`src/rtl/ctrl_nand_array.sv`:
```
module ctrl_nand_array #(
  parameter int N_IN   = 32,
  parameter int N_TERM = 20,
  parameter int N_OUT  = 16
) (
  input  logic [N_IN-1:0]          sig_i,
  input  logic [N_TERM*2*N_IN-1:0] term_mask_i,
  output logic [N_OUT-1:0]         ctrl_o
);
  localparam int N_LIT      = 2 * N_IN;
  localparam int N_PAIR     = N_TERM - N_OUT;
  localparam int N_DIRECT   = N_OUT - N_PAIR;
  localparam int PAIR_TERMS = 2 * N_PAIR;

  logic [N_LIT-1:0]  lit;
  logic [N_TERM-1:0] term;

  for (genvar i = 0; i < N_IN; i++) begin : g_lit
    assign lit[2*i]   = sig_i[i];
    assign lit[2*i+1] = ~sig_i[i];
  end

  for (genvar t = 0; t < N_TERM; t++) begin : g_term
    logic [N_LIT-1:0] m;
    logic             clash;
    assign m       = term_mask_i[t*N_LIT +: N_LIT];
    assign term[t] = ~&(lit | ~m);

    always_comb begin
      clash = 1'b0;
      for (int i = 0; i < N_IN; i++) clash = clash | (m[2*i] & m[2*i+1]);
    end

    // an unprogrammed term never asserts
    always_comb begin
      if (m == '0) p_empty_term_low_r3: assert (term[t] == 1'b0);
    end

    // opposite polarities of one input make the product impossible
    always_comb begin
      if (clash) p_clash_term_high_r4: assert (term[t] == 1'b1);
    end
  end

  for (genvar j = 0; j < N_DIRECT; j++) begin : g_direct
    assign ctrl_o[j] = term[PAIR_TERMS+j];

    // a direct output fed by an empty term stays low
    always_comb begin
      if (term_mask_i[(PAIR_TERMS+j)*N_LIT +: N_LIT] == '0)
        p_direct_empty_low_r5: assert (ctrl_o[j] == 1'b0);
    end
  end

  for (genvar k = 0; k < N_PAIR; k++) begin : g_pair
    assign ctrl_o[N_DIRECT+k] = term[2*k] | term[2*k+1];

    // a paired output is high whenever either of its terms is high
    always_comb begin
      p_pair_covers_r6: assert ((ctrl_o[N_DIRECT+k] >= term[2*k]) &&
                                (ctrl_o[N_DIRECT+k] >= term[2*k+1]));
    end

    // both terms unprogrammed leaves the paired output low
    always_comb begin
      if (term_mask_i[2*k*N_LIT +: 2*N_LIT] == '0)
        p_pair_empty_low_r6: assert (ctrl_o[N_DIRECT+k] == 1'b0);
    end
  end
endmodule

```
`config.mk`:
```
export PLATFORM = sky130hd
export DESIGN_NAME = ctrl_nand_array
export DESIGN_NICKNAME = d
export VERILOG_FILES = /design/src/rtl/ctrl_nand_array.sv
export SDC_FILE = /design/constraint.sdc
export NUM_CORES = 1
export LEC_CHECK = 0
export CAP_MARGIN = 5
export CELL_PAD_IN_SITES_DETAIL_PLACEMENT = 1
export CELL_PAD_IN_SITES_GLOBAL_PLACEMENT = 2
export CORE_AREA = 8 8 508 510
export DETAILED_ROUTE_END_ITERATION = 16
export DIE_AREA = 0 0 516 518
export PLACE_DENSITY = 0.35
export SETUP_SLACK_MARGIN = 0.2
export SYNTH_ARGS = -nofsm -noshare
export SYNTH_HDL_FRONTEND = slang
export SYNTH_SLANG_ARGS = --single-unit
```
`constraint.sdc`:
```
create_clock -name vclk -period 1.6
set_input_delay 0.32 -clock vclk [all_inputs]
set_output_delay 0.32 -clock vclk [all_outputs]
set_load 0.02 [all_outputs]
```
==> results of run 1 <==
[what timing repair did]
action / CTS / global route
pin swaps: 58 / 38
endpoints found under the setup margin: 16 / 16
setup buffers: 64 / 33
resized for setup: 334 / 88
[cell type report]
cell class	count	share of cell area (%)
antenna	18	0.145
multi-input combinational	856	27.5
tap	3348	13.5
timing repair buffer	1772	58.9
[cells in the final DEF, fill, tap and decap left out]
master / netlist / final
sky130_fd_sc_hd__clkdlybuf4s50_1: 0 / 1237
sky130_fd_sc_hd__dlymetal6s2s_1: 0 / 7
sky130_fd_sc_hd__o22ai_1: 4 / 3
sky130_fd_sc_hd__nor3_1: 8 / 8
sky130_fd_sc_hd__mux2i_1: 624 / 579
sky130_fd_sc_hd__nor4_2: 0 / 11
sky130_fd_sc_hd__buf_4: 24 / 284
sky130_fd_sc_hd__buf_2: 37 / 2
sky130_fd_sc_hd__mux2i_4: 0 / 23
sky130_fd_sc_hd__nand4_1: 160 / 160
sky130_fd_sc_hd__mux2i_2: 0 / 22
sky130_fd_sc_hd__nor3b_2: 0 / 3
sky130_fd_sc_hd__nor4_4: 0 / 22
sky130_fd_sc_hd__nand2_2: 0 / 4
sky130_fd_sc_hd__buf_12: 0 / 83
sky130_fd_sc_hd__diode_2: 0 / 18
sky130_fd_sc_hd__buf_6: 3 / 85
sky130_fd_sc_hd__o22ai_2: 0 / 1
sky130_fd_sc_hd__nor3b_1: 8 / 5
sky130_fd_sc_hd__buf_8: 0 / 25
sky130_fd_sc_hd__nor4_1: 40 / 7
sky130_fd_sc_hd__buf_16: 0 / 13
sky130_fd_sc_hd__dlygate4sd2_1: 0 / 36
sky130_fd_sc_hd__nand2_4: 0 / 7
sky130_fd_sc_hd__nand2_1: 12 / 1
[routing by layer]
metal | up-vias | part of all wire (%) | track usage (%)
li1 | 7228 | - | -
met1 | 7302 | 36 | 13.5
met2 | 932 | 55 | 26.4
met3 | 118 | 7.5 | 3.41
met4 | 36 | 1.5 | 1.43
met5 | - | 0.14 | 0
[how the worst max path moves through the flow]
stage / start / endpoint / slack (ns)
2_1_floorplan: sig_i[30] / ctrl_o[12] / 0.06
3_3_place_gp: term_mask_i[413] / ctrl_o[15] / -2.40
3_5_place_dp: sig_i[15] / ctrl_o[5] / -2.41
4_1_cts: sig_i[27] / ctrl_o[10] / -1.37
5_1_grt: sig_i[27] / ctrl_o[0] / -1.25
6_report: sig_i[7] / ctrl_o[14] / -1.12
[power groups by stage]
stage | sequential (mW) | clock [mW] | combinational, mW
after floorplan | 0 | 0 | 1.65
after global placement | 0 | 0 | 7.37
after detailed placement | 0 | 0 | 7.39
after CTS | 0 | 0 | 7.89
after global routing | 0 | 0.000000507 | 8.20
final | 0 | 0.00000141 | 7.72
[per-stage QoR]
step / setup TNS [ns] / hold WS (ns)
after floorplan: 0 / 0.930
after global placement: -26.80 / 1.46
after detailed placement: -26.59 / 1.47
after CTS: -16.34 / 1.41
after global routing: -15.89 / 1.44
final: -14.19 / 1.39
[cell families (layout without fill, tap and decap cells)]
group | after synthesis | count (layout) | share of synthesized area (%)
buf+inv | 64 | 1772 | 4.95
simple gates | 228 | 228 | 17.3
mux | 624 | 624 | 77.4
compound gates | 4 | 4 | 0.310
other cells | 0 | 18 | 0
[worst max-delay path, stage by stage]
cell                      delay, ns
sky130_fd_sc_hd__buf_8         0.08
sky130_fd_sc_hd__buf_12        0.14
sky130_fd_sc_hd__mux2i_4       0.25
sky130_fd_sc_hd__nand4_1       0.45
sky130_fd_sc_hd__buf_4         0.33
sky130_fd_sc_hd__nor4_4        0.23
sky130_fd_sc_hd__buf_4         0.19
sky130_fd_sc_hd__nand4_1       0.17
sky130_fd_sc_hd__buf_6         0.20
==> out/qor.csv, run 1 <==
metric;value;unit
n_clock_buffer;0;
p_clk_share;0;%
vias;15600;
seqPwrFrac;0;%
gpl.final_weighted_congestion;0.829;
intPower;4.74;mW
outcome;finished with violations;
grt_overflow_total;0;
synth.yosys.seq_area_share;0;%
die-height;518;µm
hold_buffers;0;
initial_utilization;3.23;%
nets;3942;
grt_setup_unrepaired;yes;
sequential_cell_area;0;µm²
antenna_found_initial;68;
fin_crit_sh;170;%
initial_drt_pass_iterations;4;
design.core.area;250000;µm²
vias_in_the_first_global_route;18300;
worst_hold_path_type;primary input to primary output;
dr.first_iter.drc_count;399;
post-synth-top-area-fraction;77.4;%
syn_nets;2232;
synth.cell_area;8070;µm²
yosys-top-cells-area;sky130_fd_sc_hd__mux2i_1, sky130_fd_sc_hd__nand4_1, sky130_fd_sc_hd__nor4_1;
netlist_cell_types;10;
timing.critical_path.arrival;2.40;ns
power.share.switching;38.6;%
power_leakage;12.3;nW
grt_first_pass_wirelength;222000;µm
die_x;516;µm
pre_cts_slack;-2.41;ns
filler_cell_count;29400;
largest_fanout_of_any_net_on_the_critical_path;4;
worst-slew-pin-transition;0.677;ns
fmax;368;MHz
seq_cells;0;
holdPathStages;7;
synth_most_common_cell;sky130_fd_sc_hd__mux2i_1;
die_area;267000;µm²
final.setup.worst_slack;-1.12;ns
multiInputGateArea;8520;µm²
detail-route-antenna-nets;0;
drc_errors;0;
fin_crit;2.72;ns
max-vdd-ir-drop;0.0773;mV
grt_util_all_layers;13.0;%
final-hold-violation-count;0;
power.share.combinational;100.0;%
finish.utilization;12.4;%
timing.max_cap.violations;0;
ys_warn_count;0;
final_cell_count_no_fill;5994;
pin_count_of_the_biggest_net_entering_global_routing;12;
final_area;31000;µm²
violations;negative setup slack;
min_delay_worst_endpoint;ctrl_o[11];
num_io_pins;1328;
rows;184;
portBuffers;1328;
hold_path_startpoint;sig_i[30];
post_dp_cell_area;28600;µm²
drt-total-wl;185000;µm
switching_power;2.98;mW
worstSetupStartpointType;primary input;
syn_to_final_growth;285;%
relSlewSlack;53.6;%
required;1.28;ns
synth_top_cell_by_area;sky130_fd_sc_hd__mux2i_1;
drt-vias-per-instance;2.61;
yosys-top-cells-count;sky130_fd_sc_hd__mux2i_1, sky130_fd_sc_hd__nand4_1, sky130_fd_sc_hd__nor4_1, sky130_fd_sc_hd__buf_2, sky130_fd_sc_hd__buf_4;
drt-wirelength-per-cell;30.9;µm
critical_path.endpoint_type;primary output;
dp.final_hpwl;171000;µm
drive_above_1_share;22.3;%
gate_count_of_the_mapped_netlist;920;
placedCellCount;5879;
timing.final.max_slew_violations;0;
total_power;7.72;mW
power_density;249;nW/µm²
worst-setup-path-type;primary input to primary output;
mapped_avg_cell_area;8.77;µm²
final-setup-viol-count;16;
Power figures use the tool's default switching activity.
==> run 2: changes to the inputs <==
==> constraint.sdc (replaced) <==
create_clock -name vclk -period 1.6
set_input_delay 0.32 -clock vclk [all_inputs]
set_output_delay 0.32 -clock vclk [all_outputs]
set_load 0.05 [all_outputs]
==> run 2 against run 1 <==
  * The flow still finishes with violations (negative setup slack)
  * Cell count increased by 0.25%
  * Highest routed layer unchanged
  * Critical path depth is 1 lower
  * Sequential cell count stayed put
  * Largest cell class unchanged
  * Worst hold slack better by 0.0093 ns
  * Worst setup slack worse by 0.074 ns
==> out/qor.csv, run 2 (synthesis results as in run 1) <==
metric;value;unit
outcome;finished with violations;
violations;negative setup slack;
num_io_pins;1328;
cp_slowest_cell;sky130_fd_sc_hd__clkdlybuf4s50_1;
fmax;358;MHz
worst-setup-path-type;primary input to primary output;
grt_setup_unrepaired;yes;
largest_fanout_of_any_net_on_the_critical_path;1;
holdPathStages;7;
worstSetupStartpointType;primary input;
drc_errors;0;
nets;3940;
power_density;247;nW/µm²
timing.final.max_slew_violations;0;
critical_path.endpoint_type;primary output;
worst_hold_path_type;primary input to primary output;
detail-route-antenna-nets;0;
total_power;7.71;mW
cp_cell_sequence;clkdlybuf4s50_1, mux2i_4, buf_4, nand4_1, buf_4, nor4_2, nand4_1, buf_6;
portBuffers;1328;
vias_in_the_first_global_route;18100;
power_leakage;12.4;nW
grt_util_all_layers;13.2;%
hold_path_startpoint;sig_i[27];
worst-slew-pin-transition;0.604;ns
dp.final_hpwl;174000;µm
pin_count_of_the_biggest_net_entering_global_routing;12;
syn_to_final_growth;286;%
rows;184;
die-height;518;µm
max-vdd-ir-drop;0.111;mV
critical-path-top-delay-family;buffers and inverters;
drt-vias-per-instance;2.62;
die_x;516;µm
dr.first_iter.drc_count;476;
gpl.final_weighted_congestion;0.833;
critical-path-max-stage-delay;0.44;ns
drive_above_1_share;22.4;%
layout_commonest_cell;sky130_fd_sc_hd__clkdlybuf4s50_1;
initial_drt_pass_iterations;4;
required;1.28;ns
grt_first_pass_wirelength;226000;µm
n_clock_buffer;0;
min_delay_worst_endpoint;ctrl_o[11];
final.setup.worst_slack;-1.19;ns
vias;15700;
drt-wirelength-per-cell;31.3;µm
hold_buffers;0;
seq_cells;0;
design.core.area;250000;µm²
sequential_cell_area;0;µm²
final-hold-violation-count;0;
final_cell_mix;sky130_fd_sc_hd__clkdlybuf4s50_1, sky130_fd_sc_hd__mux2i_1, sky130_fd_sc_hd__buf_4;
timing.critical_path.arrival;2.47;ns
pre_cts_slack;-2.28;ns
grt_overflow_total;0;
final-setup-viol-count;16;
fin_crit_sh;174;%
antenna_found_initial;85;
relSlewSlack;59.4;%
initial_utilization;3.23;%
drt-total-wl;188000;µm
critPathBufInv;4;
timing.max_cap.violations;0;
die_area;267000;µm²
fin_crit;2.79;ns
finish.utilization;12.5;%
==> run 2: repair_timing <==
action	CTS	global route
endpoints found under the setup margin	16	16
pin swaps	46	35
buffers inserted	55	44
resized for setup	251	84
==> run 2: area by class of cell <==
type                            count  area [µm²]
Timing Repair Buffer             1770       18300
Antenna cell                       35        87.6
Multi-Input combinational cell    856        8620
Fill cell                       29400      219000
Tap cell                         3348        4190
==> run 2: metal layers <==
layer / wire length (µm) / vias to the layer above / GRT usage (%)
met2: 96400 / 930 / 25.1
met4: 2860 / 56 / 1.05
met5: 369 / - / 0
li1: - / 7244 / -
met3: 14100 / 148 / 3.57
met1: 74600 / 7366 / 15.2
==> run 2: how the worst max path moves through the flow <==
| stage | start | to | cells after the start |
|---|---|---|---|
| after floorplan | sig_i[25] | ctrl_o[12] | 5 |
| after global placement | term_mask_i[81] | ctrl_o[12] | 8 |
| after detailed placement | term_mask_i[81] | ctrl_o[12] | 8 |
| after CTS | sig_i[1] | ctrl_o[12] | 9 |
| after global routing | sig_i[1] | ctrl_o[12] | 9 |
| final | term_mask_i[86] | ctrl_o[12] | 8 |
==> run 2: where the power goes <==
| part | internal, mW | leakage (nW) | switching (mW) |
|---|---|---|---|
| clock network | 0.00000295 | 0.000219 | 0 |
| registers | 0 | 0 | 0 |
| logic | 4.72 | 12.4 | 2.99 |
==> run 2: stage by stage <==
step / setup TNS [ns] / instances / area (µm²) / hold slack, ns
floorplan: -0.800 / 920 / 8890 / 1.00
global placement: -22.08 / 5875 / 28900 / 1.46
detailed placement: -21.84 / 5875 / 28900 / 1.45
CTS: -16.27 / 5930 / 30400 / 1.44
global route: -16.68 / 5977 / 31100 / 1.45
finish: -15.11 / 6009 / 31200 / 1.40
==> run 2: worst min-delay path, cell delays in order <==
cell and delay [ns]:
sky130_fd_sc_hd__buf_6 0.09, sky130_fd_sc_hd__buf_12 0.17, sky130_fd_sc_hd__mux2i_1 0.10, sky130_fd_sc_hd__nand4_1 0.09
sky130_fd_sc_hd__nor4_2 0.05, sky130_fd_sc_hd__nand2_2 0.07, sky130_fd_sc_hd__buf_12 0.14
